File: config.mk
export PLATFORM = sky130hd
export DESIGN_NAME = sram_rd_sequencer
export DESIGN_NICKNAME = d
export VERILOG_FILES = /design/src/rtl/sram_rd_pkg.sv /design/src/rtl/sram_rd_timing.sv /design/src/rtl/sram_rd_window.sv /design/src/rtl/sram_rd_cs_decode.sv /design/src/rtl/sram_rd_addr_map.sv /design/src/rtl/sram_rd_sequencer.sv
export SDC_FILE = /design/constraint.sdc
export NUM_CORES = 1
export LEC_CHECK = 0
export ABC_AREA = 1
export BUFFER_PORTS_ARGS = -buffer_cell sky130_fd_sc_hd__buf_2
export CORE_MARGIN = 4
export CORE_UTILIZATION = 55
export DETAILED_ROUTE_END_ITERATION = 8
export HOLD_SLACK_MARGIN = 0.08
export PLACE_DENSITY = 0.85
export RECOVER_POWER = 100
export SKIP_LAST_GASP = 1
export SYNTH_ARGS = -nofsm -noshare
export SYNTH_HDL_FRONTEND = slang
export SYNTH_SLANG_ARGS = --single-unit
File: constraint.sdc
create_clock -name clk -period 6 [get_ports clk]
set_input_delay 0.6 -clock clk [delete_from_list [all_inputs] [get_ports clk]]
set_output_delay 0.6 -clock clk [all_outputs]
set_load 0.1 [all_outputs]
File: src/rtl/sram_rd_pkg.sv
package sram_rd_pkg;

  // Device data-bus width code carried with each request.
  typedef enum logic [1:0] {
    DEV_W8      = 2'd0,
    DEV_W16     = 2'd1,
    DEV_W32     = 2'd2,
    DEV_W32_ALT = 2'd3
  } dev_width_e;

  // Address bits below the device word that are not driven as address.
  function automatic logic [1:0] low_addr_mask(dev_width_e w);
    case (w)
      DEV_W8:  return 2'b00;
      DEV_W16: return 2'b01;
      default: return 2'b11;
    endcase
  endfunction

  // Number of byte lanes a device of this width occupies.
  function automatic logic [7:0] lanes_for_width(dev_width_e w);
    case (w)
      DEV_W8:  return 8'd1;
      DEV_W16: return 8'd2;
      default: return 8'd4;
    endcase
  endfunction

endpackage

File: src/rtl/sram_rd_timing.sv
// Turns the raw setup/pulse/cycle counts into window bounds and the
// effective access length (stretched to cover both pulses).
module sram_rd_timing #(
  parameter int CNT_W = 4,
  parameter int LEN_W = CNT_W + 1
) (
  input  logic [CNT_W-1:0] rd_setup,
  input  logic [CNT_W-1:0] rd_pulse,
  input  logic [CNT_W-1:0] cs_setup,
  input  logic [CNT_W-1:0] cs_pulse,
  input  logic [CNT_W-1:0] cycle_len,
  output logic [LEN_W-1:0] rd_start,
  output logic [LEN_W-1:0] rd_stop,
  output logic [LEN_W-1:0] cs_start,
  output logic [LEN_W-1:0] cs_stop,
  output logic [LEN_W-1:0] total_len
);

  logic [LEN_W-1:0] rd_width;
  logic [LEN_W-1:0] cs_width;
  logic [LEN_W-1:0] len_a;

  always_comb begin
    rd_width = (rd_pulse == '0) ? LEN_W'(1) : LEN_W'(rd_pulse);
    cs_width = (cs_pulse == '0) ? LEN_W'(1) : LEN_W'(cs_pulse);
    rd_start = LEN_W'(rd_setup);
    cs_start = LEN_W'(cs_setup);
    rd_stop  = rd_start + rd_width;
    cs_stop  = cs_start + cs_width;
    len_a    = (rd_stop > LEN_W'(cycle_len)) ? rd_stop : LEN_W'(cycle_len);
    total_len = (cs_stop > len_a) ? cs_stop : len_a;
  end

endmodule

File: src/rtl/sram_rd_window.sv
// Registered active-low strobe for one or more lanes. The register is
// loaded with the value for the coming cycle (t_next), so the pin changes
// exactly at the cycle boundary.
module sram_rd_window #(
  parameter int LANES = 1,
  parameter int T_W   = 5
) (
  input  logic             clk,
  input  logic             rst,
  input  logic             active_next,
  input  logic [T_W-1:0]   t_next,
  input  logic [T_W-1:0]   win_start,
  input  logic [T_W-1:0]   win_stop,
  input  logic [LANES-1:0] lane_sel,
  output logic [LANES-1:0] strb_n
);

  logic             in_win;
  logic [LANES-1:0] nxt_n;

  assign in_win = active_next && (t_next >= win_start) && (t_next < win_stop);

  for (genvar g = 0; g < LANES; g++) begin : g_lane
    assign nxt_n[g] = !(in_win && lane_sel[g]);
  end

  always_ff @(posedge clk) begin
    if (rst) strb_n <= '1;
    else     strb_n <= nxt_n;
  end

endmodule

File: src/rtl/sram_rd_cs_decode.sv
// Binary chip-select index to one-hot lane select.
module sram_rd_cs_decode #(
  parameter int LANES = 8,
  parameter int IDX_W = 3
) (
  input  logic [IDX_W-1:0] idx,
  output logic [LANES-1:0] onehot
);

  for (genvar g = 0; g < LANES; g++) begin : g_dec
    assign onehot[g] = (idx == IDX_W'(g));
  end

endmodule

File: src/rtl/sram_rd_addr_map.sv
// Address low-bit forcing and byte-select pattern from the device width.
module sram_rd_addr_map
  import sram_rd_pkg::*;
#(
  parameter int ADDR_W = 26,
  parameter int BS_W   = 4
) (
  input  logic [ADDR_W-1:0] addr_in,
  input  dev_width_e        width,
  output logic [ADDR_W-1:0] addr_out,
  output logic [BS_W-1:0]   bs_n
);

  logic [1:0] mask;
  logic [7:0] lanes_used;

  assign mask       = low_addr_mask(width);
  assign lanes_used = lanes_for_width(width);
  assign addr_out   = {addr_in[ADDR_W-1:2], addr_in[1:0] & ~mask};

  for (genvar g = 0; g < BS_W; g++) begin : g_bs
    assign bs_n[g] = !(8'(g) < lanes_used);
  end

endmodule

File: src/rtl/sram_rd_sequencer.sv
module sram_rd_sequencer
  import sram_rd_pkg::*;
#(
  parameter  int ADDR_W   = 26,
  parameter  int DATA_W   = 32,
  parameter  int CNT_W    = 4,
  parameter  int NCS      = 8,
  localparam int CS_IDX_W = $clog2(NCS),
  localparam int BS_W     = DATA_W / 8,
  localparam int LEN_W    = CNT_W + 1
) (
  input  logic                clk,
  input  logic                rst,
  input  logic                req_valid,
  input  logic [ADDR_W-1:0]   req_addr,
  input  logic [CS_IDX_W-1:0] req_cs,
  input  logic [1:0]          req_width,
  output logic                req_ready,
  input  logic [CNT_W-1:0]    cfg_rd_setup,
  input  logic [CNT_W-1:0]    cfg_rd_pulse,
  input  logic [CNT_W-1:0]    cfg_cs_setup,
  input  logic [CNT_W-1:0]    cfg_cs_pulse,
  input  logic [CNT_W-1:0]    cfg_cycle,
  output logic [ADDR_W-1:0]   mem_addr,
  output logic [BS_W-1:0]     mem_bs_n,
  output logic [NCS-1:0]      mem_cs_n,
  output logic                mem_rd_n,
  input  logic [DATA_W-1:0]   mem_data_in,
  output logic                rsp_done,
  output logic [DATA_W-1:0]   rsp_data
);

  // ---------------- access state ----------------
  logic                busy_q;
  logic [LEN_W-1:0]    cnt_q;
  logic [LEN_W-1:0]    rd_start_q, rd_stop_q, cs_start_q, cs_stop_q, len_q;
  logic [CS_IDX_W-1:0] cs_idx_q;

  // ---------------- timing from the raw counts ----------------
  logic [LEN_W-1:0] c_rd_start, c_rd_stop, c_cs_start, c_cs_stop, c_len;

  sram_rd_timing #(.CNT_W(CNT_W), .LEN_W(LEN_W)) u_timing (
    .rd_setup  (cfg_rd_setup),
    .rd_pulse  (cfg_rd_pulse),
    .cs_setup  (cfg_cs_setup),
    .cs_pulse  (cfg_cs_pulse),
    .cycle_len (cfg_cycle),
    .rd_start  (c_rd_start),
    .rd_stop   (c_rd_stop),
    .cs_start  (c_cs_start),
    .cs_stop   (c_cs_stop),
    .total_len (c_len)
  );

  // ---------------- sequencing ----------------
  logic             accept;
  logic [LEN_W-1:0] cnt_inc;
  logic             last_cycle;
  logic             active_next;
  logic [LEN_W-1:0] t_next;
  logic [LEN_W-1:0] u_rd_start, u_rd_stop, u_cs_start, u_cs_stop;

  assign accept      = req_valid && !busy_q;
  assign cnt_inc     = cnt_q + LEN_W'(1);
  assign last_cycle  = busy_q && (cnt_inc == len_q);
  assign active_next = accept || (busy_q && (cnt_inc < len_q));
  assign t_next      = accept ? '0 : cnt_inc;
  assign u_rd_start  = accept ? c_rd_start : rd_start_q;
  assign u_rd_stop   = accept ? c_rd_stop  : rd_stop_q;
  assign u_cs_start  = accept ? c_cs_start : cs_start_q;
  assign u_cs_stop   = accept ? c_cs_stop  : cs_stop_q;
  assign req_ready   = !busy_q;

  always_ff @(posedge clk) begin
    if (rst) begin
      busy_q     <= 1'b0;
      cnt_q      <= '0;
      rd_start_q <= '0;
      rd_stop_q  <= '0;
      cs_start_q <= '0;
      cs_stop_q  <= '0;
      len_q      <= '0;
      cs_idx_q   <= '0;
      rsp_done   <= 1'b0;
    end else begin
      rsp_done <= 1'b0;
      if (accept) begin
        busy_q     <= 1'b1;
        cnt_q      <= '0;
        rd_start_q <= c_rd_start;
        rd_stop_q  <= c_rd_stop;
        cs_start_q <= c_cs_start;
        cs_stop_q  <= c_cs_stop;
        len_q      <= c_len;
        cs_idx_q   <= req_cs;
      end else if (busy_q) begin
        if (last_cycle) begin
          busy_q   <= 1'b0;
          rsp_done <= 1'b1;
        end else begin
          cnt_q <= cnt_inc;
        end
      end
    end
  end

  // ---------------- read data capture (edge where the strobe rises) ----------------
  always_ff @(posedge clk) begin
    if (rst)                                   rsp_data <= '0;
    else if (busy_q && (cnt_inc == rd_stop_q)) rsp_data <= mem_data_in;
  end

  // ---------------- address and byte selects ----------------
  logic [ADDR_W-1:0] map_addr;
  logic [BS_W-1:0]   map_bs_n;

  sram_rd_addr_map #(.ADDR_W(ADDR_W), .BS_W(BS_W)) u_addr_map (
    .addr_in  (req_addr),
    .width    (dev_width_e'(req_width)),
    .addr_out (map_addr),
    .bs_n     (map_bs_n)
  );

  always_ff @(posedge clk) begin
    if (rst) begin
      mem_addr <= '0;
      mem_bs_n <= '1;
    end else if (accept) begin
      mem_addr <= map_addr;
      mem_bs_n <= map_bs_n;
    end
  end

  // ---------------- strobes ----------------
  logic [CS_IDX_W-1:0] cs_idx_use;
  logic [NCS-1:0]      cs_sel;

  assign cs_idx_use = accept ? req_cs : cs_idx_q;

  sram_rd_cs_decode #(.LANES(NCS), .IDX_W(CS_IDX_W)) u_cs_decode (
    .idx    (cs_idx_use),
    .onehot (cs_sel)
  );

  sram_rd_window #(.LANES(1), .T_W(LEN_W)) u_rd_window (
    .clk         (clk),
    .rst         (rst),
    .active_next (active_next),
    .t_next      (t_next),
    .win_start   (u_rd_start),
    .win_stop    (u_rd_stop),
    .lane_sel    (1'b1),
    .strb_n      (mem_rd_n)
  );

  sram_rd_window #(.LANES(NCS), .T_W(LEN_W)) u_cs_window (
    .clk         (clk),
    .rst         (rst),
    .active_next (active_next),
    .t_next      (t_next),
    .win_start   (u_cs_start),
    .win_stop    (u_cs_stop),
    .lane_sel    (cs_sel),
    .strb_n      (mem_cs_n)
  );

  // ---------------- assertions ----------------
  assert_idle_strobes_R1: assert property (@(posedge clk) disable iff (rst)
    req_ready |-> (mem_rd_n && (&mem_cs_n)));

  assert_cs_single_R3: assert property (@(posedge clk) disable iff (rst)
    $onehot0(~mem_cs_n));

  assert_done_pulse_R4: assert property (@(posedge clk) disable iff (rst)
    rsp_done |=> !rsp_done);

  assert_done_ready_R4: assert property (@(posedge clk) disable iff (rst)
    rsp_done |-> req_ready);

  assert_addr_stable_R8: assert property (@(posedge clk) disable iff (rst)
    (!req_ready && $past(!req_ready)) |-> ($stable(mem_addr) && $stable(mem_bs_n)));

  assert_capture_edge_R7: assert property (@(posedge clk) disable iff (rst)
    $rose(mem_rd_n) |-> (rsp_data == $past(mem_data_in)));

endmodule

Word level (Yosys, flattened, before mapping)
Cells that the tools add are included.

Add/subtract/negate cells: 3. $mul: 0. Divide/modulo/power cells: 0. Magnitude comparators: 11. Eq/ne operators: 10. Shift-type cells: 0. Multiplexer cells: 16. Bitwise gates (word level): 4. Reduce and logical (&&, ||, !) cells: 38.

Operators by type and width (number): $mux 5 (7); $logic_and 1x1->1 (16); $lt 5x5->1 (3); $logic_not 1->1 (14); $eq 3x3->1 const B (4); $add 4x5->5 (2); $eq 5x5->1 (2); $ge 5x5->1 (2); $logic_not 4->1 (2); $mux 4 (2); $eq 3x2->1 const B (2); $lt 1x3->1 const A (2); $lt 2x3->1 const A (2); $pmux 3 s2 (1); $add 5x1->5 const B (1); $gt 5x4->1 (1); $gt 5x5->1 (1); $mux 1 (4); $pmux 2 s2 (1); $eq 3x1->1 const B (1); $logic_not 3->1 (1); $mux 3 (1); $reduce_or 3->1 (1); $and 2x2->2 (1); other kinds (7) (8).

Register bits: 106. Bits in latches: 0. RAM bits: 0. ROM bits: 0. Word-level logic and storage cells: 96. Memories kept: 0.

Longest topological paths before layout
Gate-level depths: netlist of run 1.

Depth in word-level cells: 8. Mapped depth: 23.

Modules after synthesis
From an unflattened synthesis of run 1, not the netlist that was laid out.

Cell total of the unflattened synthesis: 857. Area total of the unflattened synthesis: 5890.6 µm².

By module, submodules not included: sram_rd_sequencer (instances 1, cells an instance 568, area an instance 4006.3 µm², sequential area each 1941.9 µm²); sram_rd_timing (instances 1, cells an instance 119, area an instance 784.5 µm², sequential area each 0.0 µm²); sram_rd_window at u_cs_window (instances 1, cells an instance 74, area an instance 525.5 µm², sequential area each 160.2 µm²); sram_rd_window at u_rd_window (instances 1, cells an instance 44, area an instance 271.5 µm², sequential area each 20.0 µm²); sram_rd_addr_map (instances 1, cells an instance 37, area an instance 246.5 µm², sequential area each 0.0 µm²); sram_rd_cs_decode (instances 1, cells an instance 15, area an instance 56.3 µm², sequential area each 0.0 µm²).

Least setup slack after synthesis of run 1
No wires, ideal clock.

Kind: input-to-reg. Start point: input cfg_rd_pulse[1]. End point: register len_q[0]. Setup time: 0.112 ns. Arrival: 3.514 ns. Required time: 5.888 ns. Setup slack: 2.374 ns. Stages on the path: 23. Path buffers: 0. Path through: nor3_1 -> or2_2 -> ha_1 -> inv_1 -> fa_1 -> xnor2_1 -> ha_1 -> nand2_1 -> o21ai_0 -> nand2_1 -> nand2_1 -> nand2_1 -> and2_1 -> ha_1 -> nand2_1 -> nor2_1 -> nand2_1 -> nand3_1 -> nand2_1 -> o21ai_0 -> inv_1 -> nand2_1 -> nand2_1.

Word-level cells in the longest chain between the ends: 7.

Ends and longest elaborated chain: start: declaration (line sram_rd_sequencer.sv:20) `input logic [CNT_W-1:0] cfg_rd_pulse,`; $logic_not 4->1 (line sram_rd_timing.sv:24) `rd_width = (rd_pulse == '0) ? LEN_W'(1) : LEN_W'(rd_pulse);`; $mux 4 * (line sram_rd_timing.sv:24); $add 4x5->5 * (line sram_rd_timing.sv:28) `rd_stop = rd_start + rd_width;`; $gt 5x4->1 (line sram_rd_timing.sv:30) `len_a = (rd_stop > LEN_W'(cycle_len)) ? rd_stop : LEN_W'(cycle_len);`; $mux 5 * (line sram_rd_timing.sv:30); $gt 5x5->1 (line sram_rd_timing.sv:31) `total_len = (cs_stop > len_a) ? cs_stop : len_a;`; $mux 5 * (line sram_rd_timing.sv:31); end signal: assignment (line sram_rd_sequencer.sv:94) `len_q <= c_len;`; end: declaration (line sram_rd_sequencer.sv:36) `logic [LEN_W-1:0] rd_start_q, rd_stop_q, cs_start_q, cs_stop_q, len_q;`.

Every way passes the cells marked *; elsewhere a longest branch is shown, timed or not. A chain may end at the register's enable or synchronous reset.

Worst setup path after layout of run 1
Start point: input cfg_rd_pulse[1]. End point: register len_q[4].

Same word-level chain as after synthesis.

==> results of run 1 <==
[placed cells by master, fill, tap and decap left out, drive strengths merged, types with 8 or more instances in the layout]
master	instances
mux2i	8
a22o	24
o21ai	27
dfxtp	106
inv	85
ha	42
nor2	111
nand2	146
nand4	9
a21oi	23
nand3	30
buf	83
clkbuf	85
[cell families after synthesis]
logic type / synth area share, %
simple gates: 25.5
buf+inv: 8.77
flops: 41.6
compound gates: 10.9
fa+ha+maj: 11.1
mux: 1.57
xor+xnor: 0.686
[through the flow]
| stage | power (W) | instances | util [%] |
|---|---|---|---|
| after CTS | 0.00205 | 924 | 68.7 |
| after floorplan | 0.00144 | 667 | - |
| after global placement | 0.00157 | 908 | 66.4 |
| after detailed placement | 0.00160 | 908 | 66.4 |
| final | 0.00203 | 924 | 67.5 |
| after global routing | 0.00215 | 924 | 67.5 |
[per-layer routing]
metal | up-vias | track usage, %
met1 | 2163 | 26.8
li1 | 2419 | -
met3 | 30 | 5.21
met4 | 0 | 7.88
met2 | 192 | 41.7
met5 | - | 0
[power breakdown]
part	internal, W	switching, W	total, W
Combinational	0.000196	0.000593	0.000789
Clock	0.000167	0.000274	0.000442
Sequential	0.000769	0.0000345	0.000804
[how the worst max path moves through the flow]
stage / start / end / slack [ns]
floorplan: cfg_rd_pulse[1] / len_q[0]$_SDFFE_PP0P_ / 2.37
global placement: cfg_rd_pulse[1] / len_q[0]$_SDFFE_PP0P_ / 2.08
detailed placement: cfg_rd_pulse[1] / len_q[0]$_SDFFE_PP0P_ / 1.83
CTS: cfg_rd_pulse[1] / len_q[0]$_SDFFE_PP0P_ / 2.21
global route: busy_q$_SDFF_PP0_ / u_cs_window.strb_n[3]$_SDFF_PP1_ / 1.69
finish: cfg_rd_pulse[1] / len_q[4]$_SDFFE_PP0P_ / 2.10
[final cells by class]
type,instances,share of cell area [%]
Inverter,83,5.19
Clock inverter,7,1.38
Timing Repair Buffer,159,11.7
Multi-Input combinational cell,452,42.1
Tap cell,108,2.25
Clock buffer,9,2.06
Sequential cell,106,35.4
==> run metrics, run 1 <==
Fill cells 799; critical path depth in cells 23; Overflow after GRT 0; syn_area_per_cell 7.66 um^2; syn nets 797; top flop regs rsp_data x32, mem_addr x26, u_cs_window.strb_n x8; crit path buf inv count 3; Final Skew 0.0119 ns; sequential share of the synthesized area 41.6%; Final Wtd Congestion 0.906; critical-path maximum fanout 9; routed length per instance 13.7 um; CTS buffer count 9; post-route setup slack 2.10 ns; placed cell area 5910 um^2; Tcrit/Tclk final 65.1%; Worst-Margin Slew 1.90 ns; router iterations before antenna repair 5; Area growth syn-to-layout 17.5%; failing checks max-capacitance violations, max-slew violations; worst hold slack 0.440 ns; initial antenna violation count 0; worst hold start req_addr[12]; leakage power 3.07 nW; Worst Setup Start Kind input pin; RSZ-0062 raised after global routing false; most frequent cell after synthesis nand2_1; r2r startpoint busy_q$_SDFF_PP0_; hold bufs inserted after CTS 0; Die ar. 10900 um^2; die height 104 um; CTS root buf clkbuf_8; Multi-input gate area 2530 um^2; Post-Synthesis Cells 667; wire length on met3 949 um; area occupied by registers 2120 um^2; proportion of layout cells with a drive suffix above 1 14.0%; leading area contributor after synthesis dfxtp_1; internal reg-to-reg setup slack 2.14 ns; max reg flops 32; WP data required 6.25 ns; WL met2 6.26 mm; cell area after synthesis 5110 um^2; M1 WL 5.22 mm; ys async rst share 0%; Clock transition at path regs 0.12 ns; largest net degree at the start of global routing 65; min Tclk post-route 3.90 ns; R2R depth 14; Yosys warning count 0; Slew headroom -27.1%; Max IR drop VDD 225 uV; vias in the first global route 4720; share of the synthesized area in the top cell type 41.6%; DRC Markers 0; CP Capture Type flip-flop; achievable frequency 256 MHz; Tot GR Track Use 23.1%; ranking of synthesized cells by area dfxtp_1, nand2_1, ha_1; vias post-DR 4804; post-DP HPWL 9.44 mm; H-Tree Depth 3; CTS sink cnt 106; status finished, violations left; Hold EP mem_addr[12]$_SDFFE_PP0P_; CTS max path bufs 2; Hold Path Class in -> reg; CTS tree yes; post_cts resized 0; worst-path cell chain clkbuf_1 > nor3_1 > or2_2 > ha_1 > inv_1 > fa_1 > xnor2_1 > ha_1 > nand2_1 > o21ai_0 > nand2_1 > nand2_1 > nand2_1 > and2_0 > ha_1 > nand2_1 > inv_1 > o21bai_1 > nand3_1 > nand2_1 > nand2_1 > nand3_1 > o21ai_0; initial DRC count 327; Crit path max-delay family simple AND/OR/NAND/NOR gates; Post-synth EDFFs 0; Worst Hold Path Cells 2; post-route setup TNS 0 ns; Placement Setup Slack 1.83 ns; Slew Limit Fails 33; port bufs 158; Crit-path slowest cell fa_1; vias per cell 5.20; nets@finish 941; critical path type in -> reg; Critical Path Max Stage Delay 0.40 ns; Initial Utilization 57.4%; CP arrival 4.16 ns; Final ANT Viol Nets 0; ANT cells 0; Final setup viols 0; I/O pins 159; Placement Rows 34; cell mode on critical path nand2_1; highest metal used met4; Pwr Density 339 nW/um^2; synth unique cells 37; chip width 104 um; drt total wl 12.7 mm; first-pass GRT wire length 21.2 mm; Fin. Hold Viols 0; Synth Register Bits 106; CORE AREA 8890 um^2; Top reg by flops rsp_data; Synth Flop Type dfxtp_1; Critical R2R Capture u_cs_window.strb_n[3]$_SDFF_PP1_; Worst-Skew Late Latency 0.37 ns; post-route cell area 6000 um^2; max_cap viols 1; Setup Buffers After CTS 0; Synth top cells by count nand2_1, nor2_1, dfxtp_1
No activity file was read; power rests on OpenSTA's default activity.
==> run 2, diff against run 1 <==
CORE_UTILIZATION = 46   (was 55)
PLACE_DENSITY = 0.76   (was 0.85)
clock period = 3.45 ns   (was 6 ns; I/O delays follow)
==> run 2 against run 1 <==
  * The run now ends clean
  * Clock skew is 0.0051 ns higher
  * Critical path depth stayed put
  * Hold slack worse by 0.26 ns
  * Global-route usage is 4.5 points lower
  * Combinational power is 79% higher
  * Cell count is 5.7% higher
  * Highest routed layer unchanged
==> run metrics, run 2 (synthesis gave the netlist of run 1 again) <==
worst hold slack 0.177 ns; Crit-path slowest cell fa_2; router iterations before antenna repair 4; Slew headroom 19.5%; CTS tree yes; hold bufs inserted after CTS 0; Tcrit/Tclk final 92.0%; CP Capture Type flip-flop; routed length per instance 12.2 um; critical-path maximum fanout 5; CTS sink cnt 106; Clock transition at path regs 0.11 ns; commonest non-fill, non-tap cell in the layout nand2_1; Switching Fraction 42.8%; Tot GR Track Use 18.7%; CTS buffer count 9; proportion of layout cells with a drive suffix above 1 17.1%; clock power share 22.7%; switching power 0.00155 W; vias per cell 4.74; die height 113 um; H-Tree Depth 3; post-route cell area 6240 um^2; WP data required 3.73 ns; vias post-DR 4634; placed cell area 6100 um^2; Top reg by flops rsp_data; Pint 0.00208 W; RSZ-0062 raised after global routing false; Comb pwr share 38.8%; min Tclk post-route 3.17 ns; Critical Path Max Stage Delay 0.51 ns; Pwr Density 582 nW/um^2; chip width 113 um; status complete, no violations; initial antenna violation count 0; I/O pins 159; Placement Rows 38; Max IR drop VDD 307 uV; part of the power in registers 38.5%; Slew Limit Fails 0; leakage power 3.19 nW; initial DRC count 278; first-pass GRT wire length 19.8 mm; worst-path cell chain buf_2 > nor3_1 > or2_2 > ha_1 > inv_1 > fa_2 > inv_1 > ha_1 > a21oi_2 > o21ai_2 > nand2_2 > nand3_1 > and2_1 > ha_1 > nand2_1 > nor2_2 > nand2_1 > nand3_2 > nand2_4 > o21ai_0 > inv_1 > nand2_1 > nand2_1; Hold Path Class in -> reg; post-DP HPWL 8.87 mm; Fill cells 1078; Final ANT Viol Nets 0; Area growth syn-to-layout 22.1%; Final setup viols 0; critical path type in -> reg; achievable frequency 315 MHz; Final Wtd Congestion 0.857; CP arrival 3.46 ns; top flop regs rsp_data x32, mem_addr x26, u_cs_window.strb_n x8; Worst-Margin Slew 1.21 ns; Final Skew 0.0171 ns; CTS root buf clkbuf_8; Worst Setup Start Kind input pin; port bufs 158; max reg flops 32; CORE AREA 10800 um^2; max_cap viols 0; Overflow after GRT 0; Die ar. 12900 um^2; Setup Buffers After CTS 0; cell mode on critical path nand2_1; Worst-Skew Late Latency 0.38 ns; ANT cells 0; drt total wl 11.9 mm; most frequent cells in the layout nand2_1, nor2_1, dfxtp_1; CTS max path bufs 2; largest net degree at the start of global routing 65; Fin. Hold Viols 0; vias in the first global route 4383; nets@finish 962; Initial Utilization 47.1%; DRC Markers 0
run 2: stage by stage:
stage,util [%],worst slack [ns],power [W],TNS (ns),instances
floorplan,-,0.0789,0.00251,0,667
global placement,56.2,-0.191,0.00280,-0.793,960
detailed placement,56.2,-0.348,0.00282,-1.54,960
CTS,58.2,0.0657,0.00366,0,976
global route,57.5,0.00794,0.00388,0,977
finish,57.5,0.276,0.00363,0,977
run 2: power groups by stage:
stage          combinational [W]  clock (W)  sequential [W]
2_1_floorplan           0.000636          0         0.00187
3_3_place_gp             0.00138          0         0.00142
3_5_place_dp             0.00140          0         0.00142
4_1_cts                  0.00140   0.000857         0.00139
5_1_grt                  0.00156   0.000909         0.00141
6_report                 0.00141   0.000824         0.00140
run 2: layer usage:
| metal | part of all wire [%] | global-route usage, % | routed length [um] |
|---|---|---|---|
| met1 | 46 | 23.7 | 5440 |
| met2 | 47 | 31.0 | 5590 |
| met3 | 5.4 | 3.26 | 639 |
| met4 | 2.1 | 8.33 | 245 |
| met5 | 0 | 0 | 0 |
run 2: cell type report:
type	instances	area, um^2	share of cell area, %
inverters	83	312	5.00
flip-flops and latches	106	2120	34.0
clock buffers	9	124	1.99
repair buffers	179	838	13.4
clock inverters	7	90.1	1.44
well taps	140	175	2.81
multi-input cells	453	2570	41.3
run 2: path summary, 6_finish.rpt:
path / startpoint / endpoint / slack (ns) / cells past startpoint
max: cfg_rd_pulse[1] / len_q[2]$_SDFFE_PP0P_ / 0.28 / 23
min: req_addr[6] / mem_addr[6]$_SDFFE_PP0P_ / 0.18 / 2
max reg2reg: cnt_q[0]$_SDFFE_PP0P_ / u_cs_window.strb_n[2]$_SDFF_PP1_ / 0.69 / 14
min reg2reg: cs_start_q[4]$_SDFF_PP0_ / cs_start_q[4]$_SDFF_PP0_ / 0.46 / 2
run 2: timing repair:
action                     in CTS  in global routing
hold endpoints to repair        0                  0
gates resized for setup         0                 13
setup endpoints to repair       0                  5
run 2: critical path, delay by kind of cell:
kind,cells,cell delay (ns)
AOI/OAI and AO/OA,3,0.36
and+or+nand+nor,12,1.27
adders and majority gates,4,1.21
buffers and inverters,4,0.25
